<file path="src/rtl/hsbus_pkg.sv">
package hsbus_pkg;
  typedef enum logic [1:0] {
    LK_LOCK = 2'd0,
    LK_WAIT = 2'd1,
    LK_LINK = 2'd2
  } lk_state_e;

  typedef enum logic [1:0] {
    SIDE_NONE = 2'd0,
    SIDE_BP   = 2'd1,
    SIDE_CD   = 2'd2
  } side_e;
endpackage

</file>
<file path="src/rtl/hsbus_sync2.sv">
module hsbus_sync2 #(
  parameter int W = 4
) (
  input  logic         clk,
  input  logic         rst_n,
  input  logic [W-1:0] d_i,
  output logic [W-1:0] q_o
);
  logic [W-1:0] meta_q;
  logic [W-1:0] sync_q;

  // lines idle high, so both stages reset to one
  always_ff @(posedge clk or negedge rst_n) begin
    if (!rst_n) begin
      meta_q <= '1;
      sync_q <= '1;
    end else begin
      meta_q <= d_i;
      sync_q <= meta_q;
    end
  end

  assign q_o = sync_q;
endmodule

</file>
<file path="src/rtl/hsbus_gate.sv">
module hsbus_gate
  import hsbus_pkg::*;
#(
  parameter int IDLE_CYCLES        = 1000,
  parameter bit NEED_SECOND_SUPPLY = 1'b1
) (
  input  logic clk,
  input  logic rst_n,
  input  logic pwr_ok,
  input  logic pwr2_ok,
  input  logic bp_sda,
  input  logic bp_scl,
  input  logic cd_sda,
  input  logic cd_scl,
  output logic link,
  output logic lock
);
  localparam int              CNT_W   = $clog2(IDLE_CYCLES + 1);
  localparam logic [CNT_W-1:0] CNT_MAX = CNT_W'(IDLE_CYCLES);

  lk_state_e        st_q, st_d;
  logic             armed_q, armed_d;
  logic [CNT_W-1:0] cnt_q, cnt_d;
  logic             sda_prev_q, scl_prev_q;
  logic             supply_ok, stop_ev, idle_ev, bp_high, card_high, trig;

  generate
    if (NEED_SECOND_SUPPLY) begin : g_two_rails
      assign supply_ok = pwr_ok & pwr2_ok;
    end else begin : g_one_rail
      assign supply_ok = pwr_ok;
    end
  endgenerate

  assign bp_high   = bp_sda & bp_scl;
  assign card_high = cd_sda & cd_scl;
  assign stop_ev   = bp_scl & scl_prev_q & bp_sda & ~sda_prev_q;
  assign idle_ev   = (cnt_q == CNT_MAX);
  assign trig      = armed_q | stop_ev | idle_ev;

  always_comb begin
    st_d    = st_q;
    armed_d = 1'b0;
    cnt_d   = '0;
    case (st_q)
      LK_LOCK: begin
        if (supply_ok) st_d = LK_WAIT;
      end
      LK_WAIT: begin
        if (!supply_ok) begin
          st_d = LK_LOCK;
        end else if (trig && card_high) begin
          st_d = LK_LINK;
        end else begin
          armed_d = trig;
          if (bp_high) cnt_d = idle_ev ? cnt_q : cnt_q + 1'b1;
        end
      end
      LK_LINK: begin
        if (!supply_ok) st_d = LK_LOCK;
      end
      default: st_d = LK_LOCK;
    endcase
  end

  always_ff @(posedge clk or negedge rst_n) begin
    if (!rst_n) begin
      st_q       <= LK_LOCK;
      armed_q    <= 1'b0;
      cnt_q      <= '0;
      sda_prev_q <= 1'b1;
      scl_prev_q <= 1'b1;
    end else begin
      st_q       <= st_d;
      armed_q    <= armed_d;
      cnt_q      <= cnt_d;
      sda_prev_q <= bp_sda;
      scl_prev_q <= bp_scl;
    end
  end

  assign link = (st_q == LK_LINK);
  assign lock = (st_q == LK_LOCK);
endmodule

</file>
<file path="src/rtl/hsbus_mirror.sv">
module hsbus_mirror
  import hsbus_pkg::*;
#(
  parameter int RELEASE_HOLD = 4
) (
  input  logic clk,
  input  logic rst_n,
  input  logic en,
  input  logic bp_lvl,
  input  logic cd_lvl,
  output logic bp_pd,
  output logic cd_pd
);
  localparam int              HOLD_W   = $clog2(RELEASE_HOLD + 1);
  localparam logic [HOLD_W-1:0] HOLD_MAX = HOLD_W'(RELEASE_HOLD);

  side_e             own_q, own_d;
  side_e             last_q, last_d;
  logic [HOLD_W-1:0] hold_q, hold_d;
  logic              hold_on, ign_bp, ign_cd;

  assign hold_on = (hold_q != '0);
  assign ign_cd  = hold_on && (last_q == SIDE_BP);
  assign ign_bp  = hold_on && (last_q == SIDE_CD);

  always_comb begin
    own_d  = own_q;
    last_d = last_q;
    hold_d = hold_on ? hold_q - 1'b1 : '0;
    if (!en) begin
      own_d  = SIDE_NONE;
      hold_d = '0;
    end else begin
      case (own_q)
        SIDE_NONE: begin
          if (!bp_lvl && !ign_bp) begin
            own_d  = SIDE_BP;
            last_d = SIDE_BP;
          end else if (!cd_lvl && !ign_cd) begin
            own_d  = SIDE_CD;
            last_d = SIDE_CD;
          end
        end
        SIDE_BP: begin
          if (bp_lvl) begin
            own_d  = SIDE_NONE;
            hold_d = HOLD_MAX;
          end
        end
        SIDE_CD: begin
          if (cd_lvl) begin
            own_d  = SIDE_NONE;
            hold_d = HOLD_MAX;
          end
        end
        default: own_d = SIDE_NONE;
      endcase
    end
  end

  always_ff @(posedge clk or negedge rst_n) begin
    if (!rst_n) begin
      own_q  <= SIDE_NONE;
      last_q <= SIDE_NONE;
      hold_q <= '0;
    end else begin
      own_q  <= own_d;
      last_q <= last_d;
      hold_q <= hold_d;
    end
  end

  assign cd_pd = (own_q == SIDE_BP);
  assign bp_pd = (own_q == SIDE_CD);
endmodule

</file>
<file path="src/rtl/hsbus_link.sv">
module hsbus_link #(
  parameter int IDLE_CYCLES        = 1000,
  parameter int RELEASE_HOLD       = 4,
  parameter bit NEED_SECOND_SUPPLY = 1'b1
) (
  input  logic clk,
  input  logic rst_n,
  input  logic pwr_ok_i,
  input  logic pwr2_ok_i,
  input  logic bp_sda_i,
  input  logic bp_scl_i,
  input  logic cd_sda_i,
  input  logic cd_scl_i,
  output logic precharge_o,
  output logic connect_o,
  output logic accel_en_o,
  output logic bp_sda_pd_o,
  output logic bp_scl_pd_o,
  output logic cd_sda_pd_o,
  output logic cd_scl_pd_o
);
  localparam int NLINES = 2;

  logic       rst_meta_q, rst_sync_q;
  logic [3:0] raw_lvl, sync_lvl;
  logic       link, lock;
  logic [NLINES-1:0] bp_s, cd_s, bp_pd, cd_pd;

  // reset asserted at once, removed on a clock edge
  always_ff @(posedge clk or negedge rst_n) begin
    if (!rst_n) begin
      rst_meta_q <= 1'b0;
      rst_sync_q <= 1'b0;
    end else begin
      rst_meta_q <= 1'b1;
      rst_sync_q <= rst_meta_q;
    end
  end

  assign raw_lvl = {cd_scl_i, cd_sda_i, bp_scl_i, bp_sda_i};

  hsbus_sync2 #(.W(4)) u_sync (
    .clk  (clk),
    .rst_n(rst_sync_q),
    .d_i  (raw_lvl),
    .q_o  (sync_lvl)
  );

  assign bp_s = sync_lvl[1:0];
  assign cd_s = sync_lvl[3:2];

  hsbus_gate #(
    .IDLE_CYCLES       (IDLE_CYCLES),
    .NEED_SECOND_SUPPLY(NEED_SECOND_SUPPLY)
  ) u_gate (
    .clk    (clk),
    .rst_n  (rst_sync_q),
    .pwr_ok (pwr_ok_i),
    .pwr2_ok(pwr2_ok_i),
    .bp_sda (bp_s[0]),
    .bp_scl (bp_s[1]),
    .cd_sda (cd_s[0]),
    .cd_scl (cd_s[1]),
    .link   (link),
    .lock   (lock)
  );

  // index 0 is SDA, index 1 is SCL
  generate
    for (genvar i = 0; i < NLINES; i++) begin : g_line
      hsbus_mirror #(.RELEASE_HOLD(RELEASE_HOLD)) u_mirror (
        .clk   (clk),
        .rst_n (rst_sync_q),
        .en    (link),
        .bp_lvl(bp_s[i]),
        .cd_lvl(cd_s[i]),
        .bp_pd (bp_pd[i]),
        .cd_pd (cd_pd[i])
      );
    end
  endgenerate

  assign precharge_o = lock;
  assign connect_o   = link;
  assign accel_en_o  = link;
  assign bp_sda_pd_o = bp_pd[0] & link;
  assign bp_scl_pd_o = bp_pd[1] & link;
  assign cd_sda_pd_o = cd_pd[0] & link;
  assign cd_scl_pd_o = cd_pd[1] & link;
endmodule

</file>
<file path="config.mk">
export PLATFORM = sky130hd
export DESIGN_NAME = hsbus_link
export DESIGN_NICKNAME = d
export VERILOG_FILES = /design/src/rtl/hsbus_pkg.sv /design/src/rtl/hsbus_sync2.sv /design/src/rtl/hsbus_gate.sv /design/src/rtl/hsbus_mirror.sv /design/src/rtl/hsbus_link.sv
export SDC_FILE = /design/constraint.sdc
export NUM_CORES = 1
export LEC_CHECK = 0
export BUFFER_PORTS_ARGS = -buffer_cell sky130_fd_sc_hd__buf_2
export CAP_MARGIN = 0
export CORE_UTILIZATION = 55
export CTS_BUF_LIST = sky130_fd_sc_hd__clkbuf_4 sky130_fd_sc_hd__clkbuf_8
export DETAILED_ROUTE_END_ITERATION = 16
export PLACE_DENSITY_LB_ADDON = 0.1
export SYNTH_ARGS = -nofsm -noshare
export SYNTH_HDL_FRONTEND = slang
export SYNTH_HIERARCHICAL = 1
export SYNTH_SLANG_ARGS = --single-unit
export TNS_END_PERCENT = 20
</file>
<file path="constraint.sdc">
create_clock -name clk -period 1.5 [get_ports clk]
set_input_delay 0.45 -clock clk [delete_from_list [all_inputs] [get_ports clk]]
set_output_delay 0.45 -clock clk [all_outputs]
set_load 0.05 [all_outputs]
</file>
==> Yosys cells after proc, flatten, opt, wreduce, memory -nomap -nowiden <==
Cells that the tools add are included.
{ "totals": {"regBits": 39, "inputBits": 8, "out_inout_bits": 7, "wordCells": 116} }
{ "classes": {"addsub": 3, "n_eq_ne": 21, "mux": 35, "bitwise_logic": 13, "reduce_logical": 29} }
{ "op_table": {"columns": ["operator", "count"], "rows": [
  ["$mux W10", 5],
  ["$mux W2", 14],
  ["$mux W3", 8],
  ["$pmux W2 S3", 3],
  ["$ne A3 B3 Y1 const B", 5],
  ["$reduce_and A3 Y1", 5],
  ["$pmux W3 S2", 2],
  ["$add A10 B1 Y10 const B", 1],
  ["$and A1 B1 Y1", 10],
  ["$eq A10 B10 Y1 const B", 1],
  ["$eq A2 B1 Y1 const B", 5],
  ["$eq A2 B2 Y1 const B", 5],
  ["$logic_and A1 B1 Y1", 9],
  ["$logic_not A1 Y1", 8],
  ["$logic_not A2 Y1", 3],
  ["$reduce_bool A3 Y1", 2],
  ["$sub A3 B1 Y3 const B", 2],
  ["$ne A5 B5 Y1 const B", 1],
  ["$ne A4 B2 Y1 const B", 1],
  ["$ne A4 B4 Y1 const B", 1],
  ["$reduce_bool A2 Y1", 2],
  ["$mux W1", 3],
  ["$ne A2 B1 Y1 const B", 1],
  ["$ne A2 B2 Y1 const B", 1],
  ["other kinds (2)", 3]
]} }

==> Logic depth before layout (Yosys ltp) <==
{ "depth": {"depth_word": 9, "ltp_mapped": 7, "mapped_depth_nobuf": 6} }

==> Hierarchy <==
Netlist, hierarchy kept.
{ "by_module_without_submodules": {"columns": ["module", "n_inst", "cells_per_inst", "area_each_um2", "seq_area_each_um2"], "rows": [
  ["hsbus_mirror", 2, 46, 447.9, 175.2],
  ["hsbus_gate", 1, 75, 758.2, 377.9],
  ["hsbus_sync2", 1, 8, 210.2, 210.2],
  ["hsbus_link", 1, 8, 86.3, 50.0]
]} }

==> Worst setup path after synthesis <==
OpenSTA, ideal clock, no wires.
{ "synth_timing": {"kind": "reg-to-output", "startpoint": "reg u_gate.st_q[0]", "endpoint": "out bp_scl_pd_o", "arrival_time_ns": 1.569, "t_required_ns": 1.050, "setup_slack_ns": -0.519, "stages_incl_launch_ff": 4, "n_path_buf": 0, "cell_sequence": "dfrtp_1 > nand2b_1 > inv_1 > and2_1"} }
{ "synth_via": {"elab_chain_cells": 2} }
{ "synth_lines": {"columns": ["element", "line", "text"], "rows": [
  ["start, declared", "hsbus_gate.sv:21", "lk_state_e st_q, st_d;"],
  ["start signal, assigned", "hsbus_gate.sv:74", "st_q <= st_d;"],
  ["$eq A2 B2 Y1", "hsbus_gate.sv:82", "assign link = (st_q == LK_LINK);"],
  ["named net accel_en_o", "hsbus_link.sv:16", "output logic accel_en_o,"],
  ["$and A1 B1 Y1", "hsbus_link.sv:87", "assign bp_scl_pd_o = bp_pd[1] & link;"],
  ["end, declared", "hsbus_link.sv:18", "output logic bp_scl_pd_o,"]
]} }
The timed path passes the listed nets, and every way through them passes these cells.

==> Worst setup path in the final report <==
{ "layout_timing": {"startpoint": "reg u_gate.st_q[1]", "endpoint": "out cd_scl_pd_o"} }
{ "layout_via": {"elab_chain_cells": 2} }
{ "layout_lines": {"columns": ["element", "line", "text"], "rows": [
  ["$eq A2 B2 Y1", "hsbus_gate.sv:82", null],
  ["$and A1 B1 Y1", "hsbus_link.sv:89", "assign cd_scl_pd_o = cd_pd[1] & link;"],
  ["end, declared", "hsbus_link.sv:20", "output logic cd_scl_pd_o"]
]} }
Every way passes these cells.

==> results.json <==
{
  "antenna_found_initial": 0,
  "critPathLaunchType": "register",
  "synth-seq-cells": 39,
  "die-area_mm2": 0.003789,
  "grt_pass1_wl_mm": 6.955,
  "synthToLayoutAreaGrowth_pct": 32.71,
  "synth_async_sr_flop_share": 1.000,
  "tns_ns": -2.915,
  "nets": 258,
  "fmax_mhz": 546.7,
  "insertion_delay_ns": 0.35,
  "dp_cells": 277,
  "power_density_mw_per_mm2": 679.0,
  "gp_congestion": 0.8538,
  "dp_hpwl_mm": 3.069,
  "clockRootBuffer": "clkbuf_4",
  "critical-path-top-delay-family": "flip-flops",
  "first_global_vias": 1591,
  "ys_seq_area_frac": 0.5067,
  "clock-sinks": 39,
  "hold_violations": 0,
  "slowest_stage": "dfrtp_1",
  "track_usage": 0.2621,
  "cts_buffer_depth": 2,
  "timing.final.ws_setup_ns": -0.3292,
  "drive_above_1_share": 0.4339,
  "yosysWarnings": 6,
  "regArea_um2": 988.4,
  "synth_fp_nets": 199,
  "core_mm2": 0.003363,
  "wire_per_inst_um": 15.27,
  "htree_levels": 2,
  "vias": 1602,
  "via_per_inst": 5.563,
  "period_needed_ns": 1.829,
  "layout_common_cells": "buf_4 (36), dfrtp_1 (29), nor2_1 (17)",
  "die_x_um": 61.56,
  "cp_max_fo": 6,
  "holdCritPathClass": "input port to register",
  "failed_checks": "setup timing",
  "final-setup-viol-count": 21,
  "peakVddDrop_mv": 0.5789,
  "total_power_mw": 1.758,
  "antennaDiodeCount": 0,
  "synth.cell_area_mm2": 0.001951,
  "cap_violations": 0,
  "first_iter_violations": 56,
  "grt_setup_unrepaired": "yes",
  "first_pass_iters": 4,
  "grt_max_degree": 38,
  "critPathBufInv": 2,
  "cp.required_ns": 1.05,
  "pre_cts_slack_ns": -0.2003,
  "initial_utilization": 0.5800,
  "final_common_cell": "buf_4",
  "multiInputGateArea_um2": 978.4,
  "clkTransAtPathRegs_ns": 0.11,
  "num_io_pins": 15,
  "fp.dieH_um": 61.56,
  "ys.flop_type": "dfrtp_1",
  "fin_skew_ns": 0.01146,
  "numCtsBuffers": 5,
  "overflow": 0,
  "synth_edf_count": 0,
  "portBuffers": 14,
  "path_cells": "nand2b_4 > clkinvlp_4 > and2_4 > buf_6",
  "setup.worst_path.end_class": "output port",
  "finalMaxSlewViolations": 0,
  "whs_ns": 0.1838,
  "antenna_left": 0,
  "postSynthCellCount": 183,
  "path_class": "register to output port",
  "wl_mm": 4.398,
  "synth_cell_type_count": 48,
  "fillCellCount": 255,
  "outcome": "finished, violations left",
  "drc_errors": 0,
  "period_share": 1.219,
  "placementRows": 21,
  "crit_arrival_ns": 1.38,
  "cts_tree": "built",
  "slowest_delay_ns": 0.44,
  "p_leak_nw": 1.108,
  "avgSynthCellArea_um2": 10.66,
  "instances_no_fill": 288
}
[layer usage]
layer,vias to the layer above,routed length [um],GRT usage,share of wire
li1,780,-,-,-
met5,-,0,0,0
met3,9,115,0.05882,0.026
met4,0,89,0.1048,0.020
met2,35,2387,0.4808,0.54
met1,778,1806,0.2926,0.41
[path summary, 6_finish.rpt]
check                                    start                     endpoint  slack (ns)  cells past startpoint
worst min-delay path                  cd_sda_i             u_sync/meta_q[2]        0.18                      1
worst min register to register      rst_sync_q               u_gate/st_q[0]        0.29                      1
worst max register to register  u_gate/st_q[0]  g_line[1].u_mirror/own_q[0]       -0.09                      7
worst max-delay path            u_gate/st_q[1]                  cd_scl_pd_o       -0.33                      4
min in group asynchronous           rst_sync_q               u_gate/st_q[0]        0.29                      1
max in group asynchronous           rst_sync_q                u_sync/q_o[1]        0.84                      1
[metrics by stage]
step / utilization / area [um2]
floorplan: - / 1972
global placement: 0.7028 / 2364
detailed placement: 0.7028 / 2364
CTS: 0.7560 / 2542
global route: 0.7697 / 2589
finish: 0.7697 / 2589
[synth_stat cells, types with 3 or more instances]
library cell / n / share of area
dfrtp_1: 29 / 0.37
nor2_1: 19 / 0.037
inv_1: 16 / 0.031
nand2_1: 13 / 0.025
dfstp_2: 10 / 0.13
ha_1: 8 / 0.051
xnor2_1: 6 / 0.027
and2_1: 5 / 0.016
nand3_1: 5 / 0.013
and2b_2: 4 / 0.018
o21ai_0: 4 / 0.010
o22ai_1: 4 / 0.013
a2111o_1: 3 / 0.017
nor2b_1: 3 / 0.0096
[cells by family (layout without fill, tap and decap cells)]
group,after synthesis,after routing,synth area share
AOI/OAI and AO/OA,39,39,0.1616
DFF,39,39,0.5067
other,1,1,0.001922
adders and majority gates,8,8,0.05132
and+or+nand+nor,69,69,0.1969
muxes,1,1,0.005132
xor gates and xnor gates,8,8,0.03592
buffers and inverters,18,77,0.04041
[final cells by class]
type / count / share of cell area
Clock inverter: 1 / 0.001933
Clock buffer: 6 / 0.01982
Sequential cell: 39 / 0.3818
Multi-Input combinational cell: 126 / 0.3780
Timing Repair Buffer: 54 / 0.1716
Inverter: 16 / 0.02465
Tap cell: 46 / 0.02223
[flip-flops by register name, summed over array words and instances (netlist names), 2 cells and up]
register,count
u_gate/cnt_q,10
u_gate/st_q,2
u_sync/q_o,4
g_line.u_mirror/hold_q,6
g_line.u_mirror/own_q,4
u_sync/meta_q,4
g_line.u_mirror/last_q,4
[worst reg2reg max path, stage by stage, from the launching register on]
cell        delay [ns]
dfrtp_1           0.40
nand2b_4          0.16
clkinvlp_4        0.13
buf_6             0.14
buf_6             0.13
nand2_4           0.06
or3_1             0.30
o221ai_1          0.18
[where the power goes]
group | leakage (nW) | switching [mW] | internal [mW]
Combinational | 0.580 | 0.0610 | 0.0489
Clock | 0.0341 | 0.330 | 0.217
Sequential | 0.494 | 0.0161 | 1.08
[repair_timing]
item	in CTS	in global routing
setup endpoints to repair	26	31
buffers inserted	3	0
endpoints found under the hold margin	2	0
hold buffers	1	0
resized for setup	27	12
pin swaps	13	8
Power figures use the tool's default switching activity.
